[src/rtl/dimcls_pkg.sv]
// Shared types for the dimmer classifier.
// It holds the phase and mode encodings and the classification rule for one half-cycle.
package dimcls_pkg;

    typedef enum logic [1:0] {
        MODE_NONE  = 2'd0,
        MODE_LEAD  = 2'd1,
        MODE_TRAIL = 2'd2
    } mode_t;

    typedef enum logic [1:0] {
        PH_IDLE  = 2'd0,
        PH_LEARN = 2'd1,
        PH_VALID = 2'd2
    } phase_t;

    // Classify one half-cycle.
    // A leading-edge signature overrides the slope flag.
    function automatic mode_t classify(input logic cut_i, input logic lead_i, input logic steep_i);
        if (!cut_i)
            return MODE_NONE;
        else if (steep_i && !lead_i)
            return MODE_TRAIL;
        else
            return MODE_LEAD;
    endfunction

endpackage

[src/rtl/dimcls_learn.sv]
// Learn-window vote accumulator.
// It counts the strobes of one learn window and the leading and trailing votes among them.
// On the last strobe it raises done and offers the majority verdict, with that strobe included.
// Assumes: tick is already qualified to the learn phase; clr holds the counts at zero outside learn.
module dimcls_learn
    import dimcls_pkg::*;
#(
    parameter int LEARN_HC = 4
) (
    input  logic  clk,
    input  logic  rst_n,
    input  logic  clr,
    input  logic  tick,
    input  mode_t obs,
    output logic  done,
    output mode_t verdict
);
    localparam int CW = $clog2(LEARN_HC + 1);

    logic [CW-1:0] seen_q, lead_q, trail_q;
    logic [CW-1:0] lead_nx, trail_nx;
    logic [CW:0]   cut_total;

    // Vote totals including the strobe of this cycle.
    always_comb begin
        lead_nx   = lead_q  + CW'(obs == MODE_LEAD);
        trail_nx  = trail_q + CW'(obs == MODE_TRAIL);
        cut_total = {1'b0, lead_nx} + {1'b0, trail_nx};
    end

    assign done = tick && (seen_q == CW'(LEARN_HC - 1));

    // Majority decision on the whole window.
    always_comb begin
        if (2 * int'(cut_total) > LEARN_HC)
            verdict = (trail_nx > lead_nx) ? MODE_TRAIL : MODE_LEAD;
        else
            verdict = MODE_NONE;
    end

    // Window counters: cleared outside learn and at completion, advanced per strobe.
    always_ff @(posedge clk) begin
        if (!rst_n || clr || done) begin
            seen_q  <= '0;
            lead_q  <= '0;
            trail_q <= '0;
        end else if (tick) begin
            seen_q  <= seen_q + 1'b1;
            lead_q  <= lead_nx;
            trail_q <= trail_nx;
        end
    end

endmodule

[src/rtl/dimcls_filter.sv]
// Periodic re-check with a low-pass verdict filter.
// It counts the strobes of each interval and compares the last one with the active mode.
// A saturating up/down counter filters the comparisons, and relearn is raised on the
// compare that would bring the counter to FILT_TH.
// Assumes: CHECK_HC >= 2 and FILT_TH >= 1; clr is held outside the validate phase.
module dimcls_filter
    import dimcls_pkg::*;
#(
    parameter int CHECK_HC = 16,
    parameter int FILT_TH  = 4
) (
    input  logic  clk,
    input  logic  rst_n,
    input  logic  clr,
    input  logic  tick,
    input  mode_t obs,
    input  mode_t cur,
    output logic  relearn
);
    localparam int IW = $clog2(CHECK_HC);
    localparam int FW = $clog2(FILT_TH + 1);

    logic [IW-1:0] iv_q;
    logic [FW-1:0] flt_q;
    logic          check, mismatch;

    assign check    = tick && (iv_q == IW'(CHECK_HC - 1));
    assign mismatch = (obs != cur);
    assign relearn  = check && mismatch && (flt_q == FW'(FILT_TH - 1));

    // Interval counter and filter counter; both restart on clear or relearn.
    always_ff @(posedge clk) begin
        if (!rst_n || clr || relearn) begin
            iv_q  <= '0;
            flt_q <= '0;
        end else if (tick) begin
            iv_q <= check ? '0 : iv_q + 1'b1;
            if (check) begin
                if (mismatch)
                    flt_q <= flt_q + 1'b1;
                else if (flt_q != '0)
                    flt_q <= flt_q - 1'b1;
            end
        end
    end

endmodule

[src/rtl/dimmer_classifier.sv]
// Top level of the phase-cut dimmer classifier.
// It sequences idle, learn and validate, and owns the mode register.
// Assumes: hc_tick is a one-cycle strobe, and cut, lead and steep are valid in the strobe cycle.
module dimmer_classifier
    import dimcls_pkg::*;
#(
    parameter int LEARN_HC = 4,
    parameter int CHECK_HC = 16,
    parameter int FILT_TH  = 4
) (
    input  logic       clk,
    input  logic       rst_n,
    input  logic       pwr_ok,
    input  logic       hc_tick,
    input  logic       cut,
    input  logic       lead,
    input  logic       steep,
    output logic [1:0] phase,
    output logic [1:0] mode
);
    phase_t phase_q, phase_d;
    mode_t  mode_q, mode_d;
    mode_t  obs, verdict;
    logic   learn_done, relearn;

    assign obs = classify(cut, lead, steep);

    dimcls_learn #(.LEARN_HC(LEARN_HC)) u_learn (
        .clk     (clk),
        .rst_n   (rst_n),
        .clr     (phase_q != PH_LEARN),
        .tick    (hc_tick && phase_q == PH_LEARN),
        .obs     (obs),
        .done    (learn_done),
        .verdict (verdict)
    );

    dimcls_filter #(.CHECK_HC(CHECK_HC), .FILT_TH(FILT_TH)) u_filter (
        .clk     (clk),
        .rst_n   (rst_n),
        .clr     (phase_q != PH_VALID),
        .tick    (hc_tick && phase_q == PH_VALID),
        .obs     (obs),
        .cur     (mode_q),
        .relearn (relearn)
    );

    // Next phase and mode; loss of supply overrides every transition.
    always_comb begin
        phase_d = phase_q;
        mode_d  = mode_q;
        if (!pwr_ok) begin
            phase_d = PH_IDLE;
            mode_d  = MODE_NONE;
        end else begin
            case (phase_q)
                PH_IDLE: begin
                    phase_d = PH_LEARN;
                    mode_d  = MODE_LEAD;
                end
                PH_LEARN: if (learn_done) begin
                    phase_d = PH_VALID;
                    mode_d  = verdict;
                end
                PH_VALID: if (relearn) begin
                    phase_d = PH_LEARN;
                    mode_d  = MODE_LEAD;
                end
                default: begin
                    phase_d = PH_IDLE;
                    mode_d  = MODE_NONE;
                end
            endcase
        end
    end

    // State registers with synchronous reset.
    always_ff @(posedge clk) begin
        if (!rst_n) begin
            phase_q <= PH_IDLE;
            mode_q  <= MODE_NONE;
        end else begin
            phase_q <= phase_d;
            mode_q  <= mode_d;
        end
    end

    assign phase = phase_q;
    assign mode  = mode_q;

endmodule

[config.mk]
export PLATFORM = sky130hd
export DESIGN_NAME = dimmer_classifier
export DESIGN_NICKNAME = d
export VERILOG_FILES = /design/src/rtl/dimcls_pkg.sv /design/src/rtl/dimcls_learn.sv /design/src/rtl/dimcls_filter.sv /design/src/rtl/dimmer_classifier.sv
export SDC_FILE = /design/constraint.sdc
export NUM_CORES = 1
export LEC_CHECK = 0
export ABC_AREA = 1
export BUFFER_PORTS_ARGS = -buffer_cell sky130_fd_sc_hd__buf_2
export CAP_MARGIN = 10
export CELL_PAD_IN_SITES_DETAIL_PLACEMENT = 1
export CELL_PAD_IN_SITES_GLOBAL_PLACEMENT = 1
export CORE_MARGIN = 1
export CORE_UTILIZATION = 35
export DETAILED_ROUTE_END_ITERATION = 10
export PLACE_DENSITY_LB_ADDON = 0.12
export SETUP_SLACK_MARGIN = 0.02
export SLEW_MARGIN = 0
export SYNTH_ARGS = -nofsm -noshare
export SYNTH_HDL_FRONTEND = slang
export SYNTH_SLANG_ARGS = --single-unit
[constraint.sdc]
create_clock -name clk -period 2.9 [get_ports clk]
set_clock_uncertainty 0.2 [all_clocks]
set_input_delay 0.58 -clock clk [delete_from_list [all_inputs] [get_ports clk]]
set_output_delay 0.58 -clock clk [all_outputs]
set_load 0.03 [all_outputs]
**After elaboration in Yosys (flattened, before gate mapping)**

Cells that the tools add are included.

- Flip-flop bits (word level): 20
- Input port bits: 7
- Logic and storage cells: 59
- Output and inout port bits: 4

- Mux-type cells: 12
- $lt $le $gt $ge: 2
- Equal/unequal tests: 12
- $add $sub $neg: 7
- Reduce and logical (&&, ||, !) cells: 19

Operator list:

| operator | count |
|---|---|
| two-way mux 2 bit | 7 |
| case mux 2 bit (3 select lines) | 2 |
| logical AND 1 bit | 7 |
| adder 3 x 1 -> 3 bit | 2 |
| adder 3 x 1 -> 3 bit, second input constant | 2 |
| == test 3 x 2 -> 1 bit, second input constant | 2 |
| two-way mux 3 bit | 2 |
| != test 2 x 1 -> 1 bit, second input constant | 3 |
| greater-than comparator 5 x 3 -> 1 bit, second input constant | 1 |
| adder 3 x 3 -> 4 bit | 1 |
| adder 4 x 1 -> 4 bit, second input constant | 1 |
| == test 2 x 1 -> 1 bit, second input constant | 2 |
| == test 2 bit, second input constant | 2 |
| == test 4 bit, second input constant | 1 |
| logical OR 1 bit | 4 |
| two-way mux 4 bit | 1 |
| AND reduction 2 bit | 2 |
| greater-than comparator 3 bit | 1 |
| AND reduction 3 bit | 1 |
| nonzero test 3 bit | 1 |
| subtractor 3 x 1 -> 3 bit, second input constant | 1 |
| logical NOT 1 bit | 2 |
| logical NOT 2 bit | 1 |
| != test 2 bit | 1 |
| 2 further kinds | 2 |

**Logic depth before layout (Yosys ltp)**

Gate-level depths: netlist (run 1).

- Depth after elaboration: 11
- Mapped depth: 16

**By module**

Synthesis (run 1) repeated with hierarchy kept, for this count alone.

- Cells, all modules: 204
- Area total of the unflattened synthesis: 1395.1 µm²

Modules (own cells, without submodules):

| module | sequential area each (µm²) | instances | cells an instance | area each (µm²) |
|---|---|---|---|---|
| dimcls_learn | 180.2 | 1 | 94 | 693.2 |
| dimcls_filter | 140.1 | 1 | 72 | 461.7 |
| dimmer_classifier | 80.1 | 1 | 38 | 240.2 |

**Least setup slack after synthesis (run 1)**

Ideal clock, no wire load.

- Path type: input -> register
- Start: input port lead
- End: register mode_q[0] (netlist: mode[0])
- Setup slack: 0.262 ns
- Cell stages on the path: 16
- Data arrival time: 2.325 ns
- Path buffers: 0
- Cells stage by stage: inv_1 nand2_1 nand2_1 inv_1 ha_1 ha_1 inv_1 ha_1 inv_1 ha_1 a21oi_1 nand3_1 nand3_1 nand2_1 nor2_1 nor2_1

- Word-level cells in the longest chain between the ends: 11
- Elaborated cells on any way between the ends: 20
- Those cells by class: 3 x add/sub; 2 x order compare; 4 x eq/ne; 6 x mux; 5 x reduce/logical

RTL lines:

| item | RTL line | text |
|---|---|---|
| start, declared | dimmer_classifier.sv:16 | `input logic lead,` |
| logical NOT 1 bit (*) | dimcls_pkg.sv:22 | `else if (steep_i && !lead_i)` |
| logical AND 1 bit (*) | dimcls_pkg.sv:22 |  |
| two-way mux 2 bit (*) | dimcls_pkg.sv:22 |  |
| two-way mux 2 bit (*) | dimcls_pkg.sv:20 | `if (!cut_i)` |
| == test 2 x 1 -> 1 bit (*) | dimcls_learn.sv:26 | `lead_nx = lead_q + CW'(obs == MODE_LEAD);` |
| adder 3 x 1 -> 3 bit (*) | dimcls_learn.sv:26 |  |
| named net u_learn.lead_nx[1] | dimcls_learn.sv:21 | `logic [CW-1:0] lead_nx, trail_nx;` |
| adder 3 x 3 -> 4 bit or greater-than comparator 3 bit (tied branches) | dimcls_learn.sv:28, dimcls_learn.sv:36 |  |
| greater-than comparator 5 x 3 -> 1 bit or two-way mux 2 bit (tied branches) | dimcls_learn.sv:35, dimcls_learn.sv:36 |  |
| two-way mux 2 bit (*) | dimcls_learn.sv:35 | `if (2 * int'(cut_total) > LEARN_HC)` |
| two-way mux 2 bit (*) | dimmer_classifier.sv:61 | `PH_LEARN: if (learn_done) begin` |
| case mux 2 bit (3 select lines) (*) | dimmer_classifier.sv:56 | `case (phase_q)` |
| end signal, assigned | dimmer_classifier.sv:84 | `mode_q <= mode_d;` |
| end, declared | dimmer_classifier.sv:22 | `mode_t mode_q, mode_d;` |

The timed path passes the listed nets; every way through them passes the cells marked *. The select of a mux whose other input is x is not followed.
A chain may end at the register's enable or synchronous reset.

**Worst setup path in the final report (run 1)**

- Start: input port lead
- End: register mode_q[1] (netlist: mode[1])

The elaborated chain is that of the path after synthesis.

==> results of run 1 <==
sequential cells by signal, summed over array words and instances, names as in the netlist:
signal / flops
phase: 2
u_filter.iv_q: 4
u_learn.lead_q: 3
u_learn.trail_q: 3
mode: 2
u_learn.seen_q: 3
u_filter.flt_q: 3
per-stage QoR:
step	setup slack, ns	power [mW]	instance area (um^2)	hold slack [ns]
3_5_place_dp	-0.0494	0.337	1350	0.259
3_3_place_gp	0.0776	0.335	1350	0.255
5_1_grt	0.0909	0.527	1390	0.298
2_1_floorplan	0.262	0.321	1240	0.242
4_1_cts	0.285	0.512	1390	0.280
6_report	0.302	0.500	1390	0.278
final timing paths:
path	start	endpoint	slack, ns
hold reg to reg	u_learn.trail_q[1]	u_learn.trail_q[1]	0.28
hold / removal	u_learn.trail_q[1]	u_learn.trail_q[1]	0.28
setup reg to reg	u_learn.lead_q[0]	mode[1]	0.59
setup / recovery	lead	mode[1]	0.30
area by class of cell:
type                    count  area [um^2]  area share
well taps                  46         57.6      0.0416
repair buffers             11         57.6      0.0416
flip-flops and latches     20          400       0.289
inverters                  29          109      0.0786
multi-input cells         117          724       0.523
clock buffers               4         36.3      0.0262
cells by family (layout without fill, tap and decap cells):
| group | Yosys count | count (layout) | synth area share |
|---|---|---|---|
| buffers and inverters | 30 | 44 | 0.0919 |
| DFF | 20 | 20 | 0.323 |
| adders and majority gates | 15 | 15 | 0.158 |
| AOI/OAI and AO/OA | 31 | 31 | 0.136 |
| xor gates and xnor gates | 2 | 2 | 0.0141 |
| and+or+nand+nor | 69 | 69 | 0.277 |
placed cells by master, fill, tap and decap left out, drive strengths merged:
cell,synthesis,routed
clkbuf,0,4
nand4,2,2
a21o,1,1
xor2,2,2
nand3,11,11
dfxtp,20,20
a21oi,20,20
nand2,42,42
o21a,1,1
o21bai,1,1
buf,1,11
o21ai,7,7
nor3,1,1
fa,1,1
ha,14,14
or2,1,1
a211oi,1,1
inv,29,29
nor2,11,11
nand3b,1,1
critical path, cell delays in order:
cell and delay, ns:
buf_2 0.09, inv_1 0.09, nand2_1 0.08, nand2_1 0.08, inv_1 0.04, ha_1 0.17, ha_1 0.18, xor2_1 0.22
inv_1 0.09, ha_1 0.34, nand2_1 0.08, o21ai_0 0.13, o21ai_0 0.13, nand3b_1 0.18, a21oi_1 0.16
metal layers:
layer	track usage	vias to the layer above
met3	0.0189	5
met4	0.0762	0
met5	0	-
met1	0.205	486
li1	-	568
met2	0.241	11
power by group through the flow:
stage	registers [mW]	logic [mW]	clock network (mW)
after floorplan	0.289	0.0328	0
final	0.280	0.0506	0.169
after global placement	0.286	0.0495	0
after detailed placement	0.286	0.0512	0
after global routing	0.280	0.0577	0.189
after CTS	0.280	0.0516	0.180
==> impl_table.tex, run 1 <==
\begin{tabular}{lr}
\hline
Metric & Value \\
\hline
\multicolumn{2}{l}{\textbf{Status}} \\
\quad Outcome & completed \\
\multicolumn{2}{l}{\textbf{Timing}} \\
\quad Fin. Hold Viols & 0 \\
\quad Max-Slew Margin vs Limit & 0.756 \\
\quad Accumulated negative setup slack & 0 ns \\
\quad Final Max Slew Viols & 0 \\
\quad Transition time at the pin with the least slew margin & 0.365 ns \\
\quad Tcrit/Tclk final & 0.896 \\
\quad Period minus WS final & 2.60 ns \\
\quad \# setup viols final & 0 \\
\quad RSZ-0062 raised after global routing & false \\
\quad Max Freq & 0.385 GHz \\
\multicolumn{2}{l}{\textbf{Cells and area}} \\
\quad Number of nets at the end of the flow & 204 \\
\quad \# fillers & 464 \\
\quad Proportion of layout cells with a drive suffix above 1 & 0.171 \\
\quad Area Overhead vs Synth & 11.8\% \\
\quad Core utilization of the finished layout & 0.412 \\
\quad Finished Layout Cells & 227 \\
\quad \# diodes & 0 \\
\multicolumn{2}{l}{\textbf{Pwr}} \\
\quad IR Drop Worst-Case VDD & 128 uV \\
\quad Sw frac & 0.258 \\
\quad Power share of the clock group & 0.339 \\
\quad Combinational power share & 0.101 \\
\quad Total power density per cell area & 361 mW/mm\^{}2 \\
\quad Sequential Power Share & 0.560 \\
\quad Pint & 371 uW \\
\quad Reported leakage power & 0.681 nW \\
\quad Sw Pwr & 129 uW \\
\multicolumn{2}{l}{\textbf{CTS}} \\
\quad Hold\_buf cts & 0 \\
\quad Register clock-pin slew on the reported worst setup and hold paths & 0.12 ns \\
\quad Number of CTS-inserted buffers & 3 \\
\quad Sink count of the clock tree & 20 \\
\quad CTS Buffer Depth & 2 \\
\quad Number of H-tree levels & 1 \\
\quad Clock Tree Root & clkbuf\_4 \\
\quad Worst-skew pair later-pin latency & 0.31 ns \\
\quad Setup fix buffers added after clock tree synthesis & 0 \\
\quad CTS tree & built \\
\quad Number of cells upsized or downsized after cts & 0 \\
\multicolumn{2}{l}{\textbf{Placement}} \\
\quad Routability congestion estimate & 0.842 \\
\quad Port Buffers & 10 \\
\quad Post-detail-place hpwl & 2150 um \\
\quad Total placed cells including tap cells & 223 \\
\multicolumn{2}{l}{\textbf{GRT}} \\
\quad Largest net degree at the start of global routing & 17 \\
\quad Initial antenna violation count & 0 \\
\quad Global-route usage over all layers & 0.153 \\
\quad Global-route wire length before repair & 4220 um \\
\quad Vias in the first global route & 1007 \\
\quad Congestion Overflow GR & 0 \\
\multicolumn{2}{l}{\textbf{Synthesis}} \\
\quad Post-Syn Area per Cell & 7.42 um\^{}2 \\
\quad Post-synth design cell area & 0.00124 mm\^{}2 \\
\quad Post-synthesis net count & 189 \\
\quad Commonest cells post-synth & 35 x nand2\_1, 27 x inv\_1, 20 x dfxtp\_1, 19 x a21oi\_1, 14 x ha\_1 \\
\quad Most instantiated library cell after synthesis & nand2\_1 \\
\quad Cell type with the largest total area after synthesis & dfxtp\_1 \\
\quad Cell types with the largest area share after synthesis & dfxtp\_1 32\%, ha\_1 14\%, nand2\_1 11\%, inv\_1 8.2\%, a21oi\_1 7.7\% \\
\quad Number of enable-type register cells in the synthesized netlist & 0 \\
\quad Synthesized flop and latch total & 20 \\
\quad Proportion of synthesized chip area in sequential cells & 0.323 \\
\quad Synth top area share & 0.323 \\
\quad Most common flop cell mapped by yosys & dfxtp\_1 \\
\quad Synth unique cells & 26 \\
\quad Post-synthesis cell count & 167 \\
\quad Post-synthesis async set-or-reset flop share & 0 \\
\quad Number of warnings printed during yosys synthesis & 0 \\
\multicolumn{2}{l}{\textbf{Die}} \\
\quad Chip width & 61.5 um \\
\quad Vertical extent of the die & 61.5 um \\
\quad Die area & 0.00378 mm\^{}2 \\
\quad Core area & 0.00336 mm\^{}2 \\
\quad Starting Density & 0.368 \\
\quad Number of rows created at floorplan & 21 \\
\quad I/O pins & 11 \\
\multicolumn{2}{l}{\textbf{Setup path}} \\
\quad Type of origin of the critical path & input pin \\
\quad Start-to-end type of the worst setup path & input pin to register \\
\quad R2R depth & 10 \\
\quad Highest fanout seen on the critical path & 4 \\
\quad Critical Path AT & 2.65 ns \\
\quad Crit path capture type & register \\
\quad Endpoint required time on the critical path & 2.95 ns \\
\multicolumn{2}{l}{\textbf{Routing}} \\
\quad Uppermost metal layer occupied by signal nets & met4 \\
\quad Routed wire length per instance & 11.4 um \\
\quad Detail Route met2 WL & 1140 um \\
\quad Count of routing violations after the opening detailed-route iteration & 17 \\
\quad DRC errors left & 0 \\
\quad Vias per cell & 4.71 \\
\quad WL met1 & 1330 um \\
\quad Final wirelength & 2590 um \\
\quad First-pass iteration count of the detailed router & 4 \\
\quad Total via count after detailed routing & 1070 \\
\quad Met3 Wirelength & 63 um \\
\quad Antenna-violating nets left & 0 \\
\multicolumn{2}{l}{\textbf{Job}} \\
\quad Count of maximum capacitance violations & 0 \\
\multicolumn{2}{l}{\textbf{Min path}} \\
\quad Type of the worst min-delay path & register to register \\
\quad Hold path depth & 2 \\
\hline
\end{tabular}
Note: power is estimated with default switching activity, not from simulation.
==> run 2: changes to the inputs <==
--- a/config.mk
+++ b/config.mk
@@ -11,7 +11,7 @@
 export CELL_PAD_IN_SITES_DETAIL_PLACEMENT = 1
 export CELL_PAD_IN_SITES_GLOBAL_PLACEMENT = 1
 export CORE_MARGIN = 1
-export CORE_UTILIZATION = 35
+export CORE_UTILIZATION = 42
 export DETAILED_ROUTE_END_ITERATION = 10
 export PLACE_DENSITY_LB_ADDON = 0.12
 export SETUP_SLACK_MARGIN = 0.02
==> run 2 against run 1 <==
Via count grew 1.5%. Worst hold slack better by 0.0013 ns. Critical path type unchanged. Total power decreased by 0.32%. Largest cell class unchanged. Maximum frequency decreased by 0.48%. Die area down 16%.
==> impl_table.tex, run 2 (synthesis gave the netlist of run 1 again) <==
\begin{tabular}{lr}
\hline
Metric & Value \\
\hline
\multicolumn{2}{l}{\textbf{Cells and area}} \\
\quad Register with the most flip-flops & u\_filter.iv\_q \\
\quad \# diodes & 0 (unchanged) \\
\quad \# fillers & 364 (-22\%) \\
\quad Most common cell after layout, fill and taps aside & nand2\_1 \\
\quad Core utilization of the finished layout & 0.491 (+0.0794) \\
\quad Number of nets at the end of the flow & 204 (unchanged) \\
\quad Proportion of layout cells with a drive suffix above 1 & 0.171 (unchanged) \\
\quad Commonest non-fill, non-tap cells in the layout & 35 x nand2\_1, 27 x inv\_1, 20 x dfxtp\_1 \\
\quad Number of flip-flops under the largest register name & 4 (unchanged) \\
\quad Area Overhead vs Synth & 10.3\% \\
\quad Multi-input combinational cell area & 724 um\^{}2 (unchanged) \\
\quad Footprint of the flip-flops and latches & 400 um\^{}2 (unchanged) \\
\multicolumn{2}{l}{\textbf{CTS}} \\
\quad CTS Buffer Depth & 2 (unchanged) \\
\quad CTS tree & built \\
\quad Sink count of the clock tree & 20 (unchanged) \\
\quad Hold\_buf cts & 0 (unchanged) \\
\quad Number of CTS-inserted buffers & 3 (unchanged) \\
\quad Number of cells upsized or downsized after cts & 0 (unchanged) \\
\quad Clock Tree Root & clkbuf\_4 \\
\quad Number of H-tree levels & 1 (unchanged) \\
\quad Register clock-pin slew on the reported worst setup and hold paths & 0.12 ns (about the same) \\
\quad Setup fix buffers added after clock tree synthesis & 0 (unchanged) \\
\quad Worst-skew pair later-pin latency & 0.31 ns (about the same) \\
\multicolumn{2}{l}{\textbf{GRT}} \\
\quad Global-route usage over all layers & 0.193 (+0.0401) \\
\quad Congestion Overflow GR & 0 (unchanged) \\
\quad Largest net degree at the start of global routing & 17 (unchanged) \\
\quad Initial antenna violation count & 0 (unchanged) \\
\quad Global-route wire length before repair & 4800 um (+14\%) \\
\quad Vias in the first global route & 1114 (+11\%) \\
\multicolumn{2}{l}{\textbf{Setup path}} \\
\quad Worst reg2reg setup slack & 0.58 ns (about the same) \\
\quad Critical Path AT & 2.63 ns (-0.02 ns) \\
\quad CP Cell Sequence & buf\_2 -> inv\_1 -> nand2\_1 -> nand2\_1 -> inv\_1 -> ha\_1 -> ha\_1 -> inv\_1 -> ha\_1 -> inv\_1 -> ha\_1 -> a21oi\_1 -> nand3\_1 -> nand3\_1 -> nand2\_1 -> nor2\_1 -> nor2\_1 \\
\quad Type of origin of the critical path & input pin \\
\quad Slowest cell on crit path & ha\_1 \\
\quad Start-to-end type of the worst setup path & input pin to register \\
\quad Crit path capture type & register \\
\quad Crit-path max cell delay & 0.31 ns (-0.03 ns) \\
\quad Endpoint required time on the critical path & 2.92 ns (-0.03 ns) \\
\quad Highest fanout seen on the critical path & 3 (-1) \\
\multicolumn{2}{l}{\textbf{Placement}} \\
\quad Post-detail-place hpwl & 2220 um (+3.2\%) \\
\quad Routability congestion estimate & 0.724 (-14\%) \\
\quad Port Buffers & 10 (unchanged) \\
\quad Worst Setup Slack post-DPL & -0.0488 ns (+0.000587 ns) \\
\multicolumn{2}{l}{\textbf{Min path}} \\
\quad Type of the worst min-delay path & register to register \\
\multicolumn{2}{l}{\textbf{Timing}} \\
\quad Final Max Slew Viols & 0 (unchanged) \\
\quad Fin. Hold Viols & 0 (unchanged) \\
\quad RSZ-0062 raised after global routing & false \\
\quad Max-Slew Margin vs Limit & 0.757 (+0.000817) \\
\quad \# setup viols final & 0 (unchanged) \\
\quad Period minus WS final & 2.61 ns (+0.0127 ns) \\
\quad Final worst slack & 0.290 ns (-0.0127 ns) \\
\quad Max Freq & 0.383 GHz (-0.48\%) \\
\quad Transition time at the pin with the least slew margin & 0.364 ns (-0.00122 ns) \\
\quad Tcrit/Tclk final & 0.900 (+0.00437) \\
\multicolumn{2}{l}{\textbf{Pwr}} \\
\quad Sw frac & 0.255 (-0.00244) \\
\quad Sw Pwr & 127 uW (-1.3\%) \\
\quad Power share of the clock group & 0.336 (-0.003) \\
\quad Sequential Power Share & 0.561 (about the same) \\
\quad Pint & 371 uW (about the same) \\
\quad IR Drop Worst-Case VDD & 299 uV (+130\%) \\
\quad Reported leakage power & 0.681 nW (unchanged) \\
\quad Total power density per cell area & 364 mW/mm\^{}2 (+1.1\%) \\
\quad Combinational power share & 0.103 (+0.002) \\
\multicolumn{2}{l}{\textbf{Routing}} \\
\quad DRC errors left & 0 (unchanged) \\
\quad Count of routing violations after the opening detailed-route iteration & 28 (+11) \\
\quad Antenna-violating nets left & 0 (unchanged) \\
\quad Total via count after detailed routing & 1086 (+1.5\%) \\
\quad First-pass iteration count of the detailed router & 2 (-2) \\
\quad Final wirelength & 2650 um (+2.6\%) \\
\quad Routed wire length per instance & 12.5 um (+9.8\%) \\
\quad Vias per cell & 5.12 (+8.7\%) \\
\multicolumn{2}{l}{\textbf{Job}} \\
\quad Count of maximum capacitance violations & 0 (unchanged) \\
\multicolumn{2}{l}{\textbf{Die}} \\
\quad Die area & 0.00317 mm\^{}2 (-16\%) \\
\quad Chip width & 56.3 um (-8.4\%) \\
\quad Core area & 0.00278 mm\^{}2 (-17\%) \\
\quad Vertical extent of the die & 56.3 um (-8.4\%) \\
\quad Number of rows created at floorplan & 19 (-9.5\%) \\
\quad Starting Density & 0.445 (+0.0770) \\
\quad I/O pins & 11 (unchanged) \\
\multicolumn{2}{l}{\textbf{Status}} \\
\quad Outcome & completed \\
\hline
\end{tabular}
[run 2: cell type report]
class / count / area share
Timing Repair Buffer: 11 / 0.0421
Multi-Input combinational cell: 117 / 0.530
Inverter: 29 / 0.0797
Sequential cell: 20 / 0.293
Tap cell: 31 / 0.0284
Clock buffer: 4 / 0.0266
[run 2: worst max-delay path: cells and delay by family]
family / cells / cell delay, ns
fa+ha+maj: 4 / 1.03
compound gates: 1 / 0.14
simple gates: 7 / 0.54
buf+inv: 5 / 0.34
[run 2: path summary, 6_finish.rpt]
kind,cells past startpoint,startpoint,to
setup reg to reg,12,u_learn.lead_q[0],mode[0]
setup / recovery,17,lead,mode[0]
hold reg to reg,2,u_learn.seen_q[1],u_learn.seen_q[1]
hold / removal,2,u_learn.seen_q[1],u_learn.seen_q[1]
[run 2: power groups by stage]
stage | Clock, mW | Combinational (mW) | Sequential (mW)
6_report | 0.167 | 0.0513 | 0.280
4_1_cts | 0.175 | 0.0523 | 0.280
5_1_grt | 0.189 | 0.0582 | 0.280
3_5_place_dp | 0 | 0.0519 | 0.286
2_1_floorplan | 0 | 0.0328 | 0.289
3_3_place_gp | 0 | 0.0491 | 0.286
[run 2: per-layer routing]
metal | GRT usage | wire length, um
met4 | 0.0697 | 40
met3 | 0.0346 | 77
met1 | 0.237 | 1290
met5 | 0 | 0
met2 | 0.337 | 1250
[run 2: per-stage QoR]
stage | TNS, ns | std cells | hold WS, ns | cell area [um^2] | total power, mW
2_1_floorplan | 0 | 167 | 0.242 | 1240 | 0.321
3_3_place_gp | 0 | 208 | 0.253 | 1330 | 0.335
3_5_place_dp | -0.0675 | 208 | 0.266 | 1330 | 0.338
4_1_cts | 0 | 212 | 0.284 | 1370 | 0.508
5_1_grt | 0 | 212 | 0.299 | 1370 | 0.528
6_report | 0 | 212 | 0.280 | 1370 | 0.498
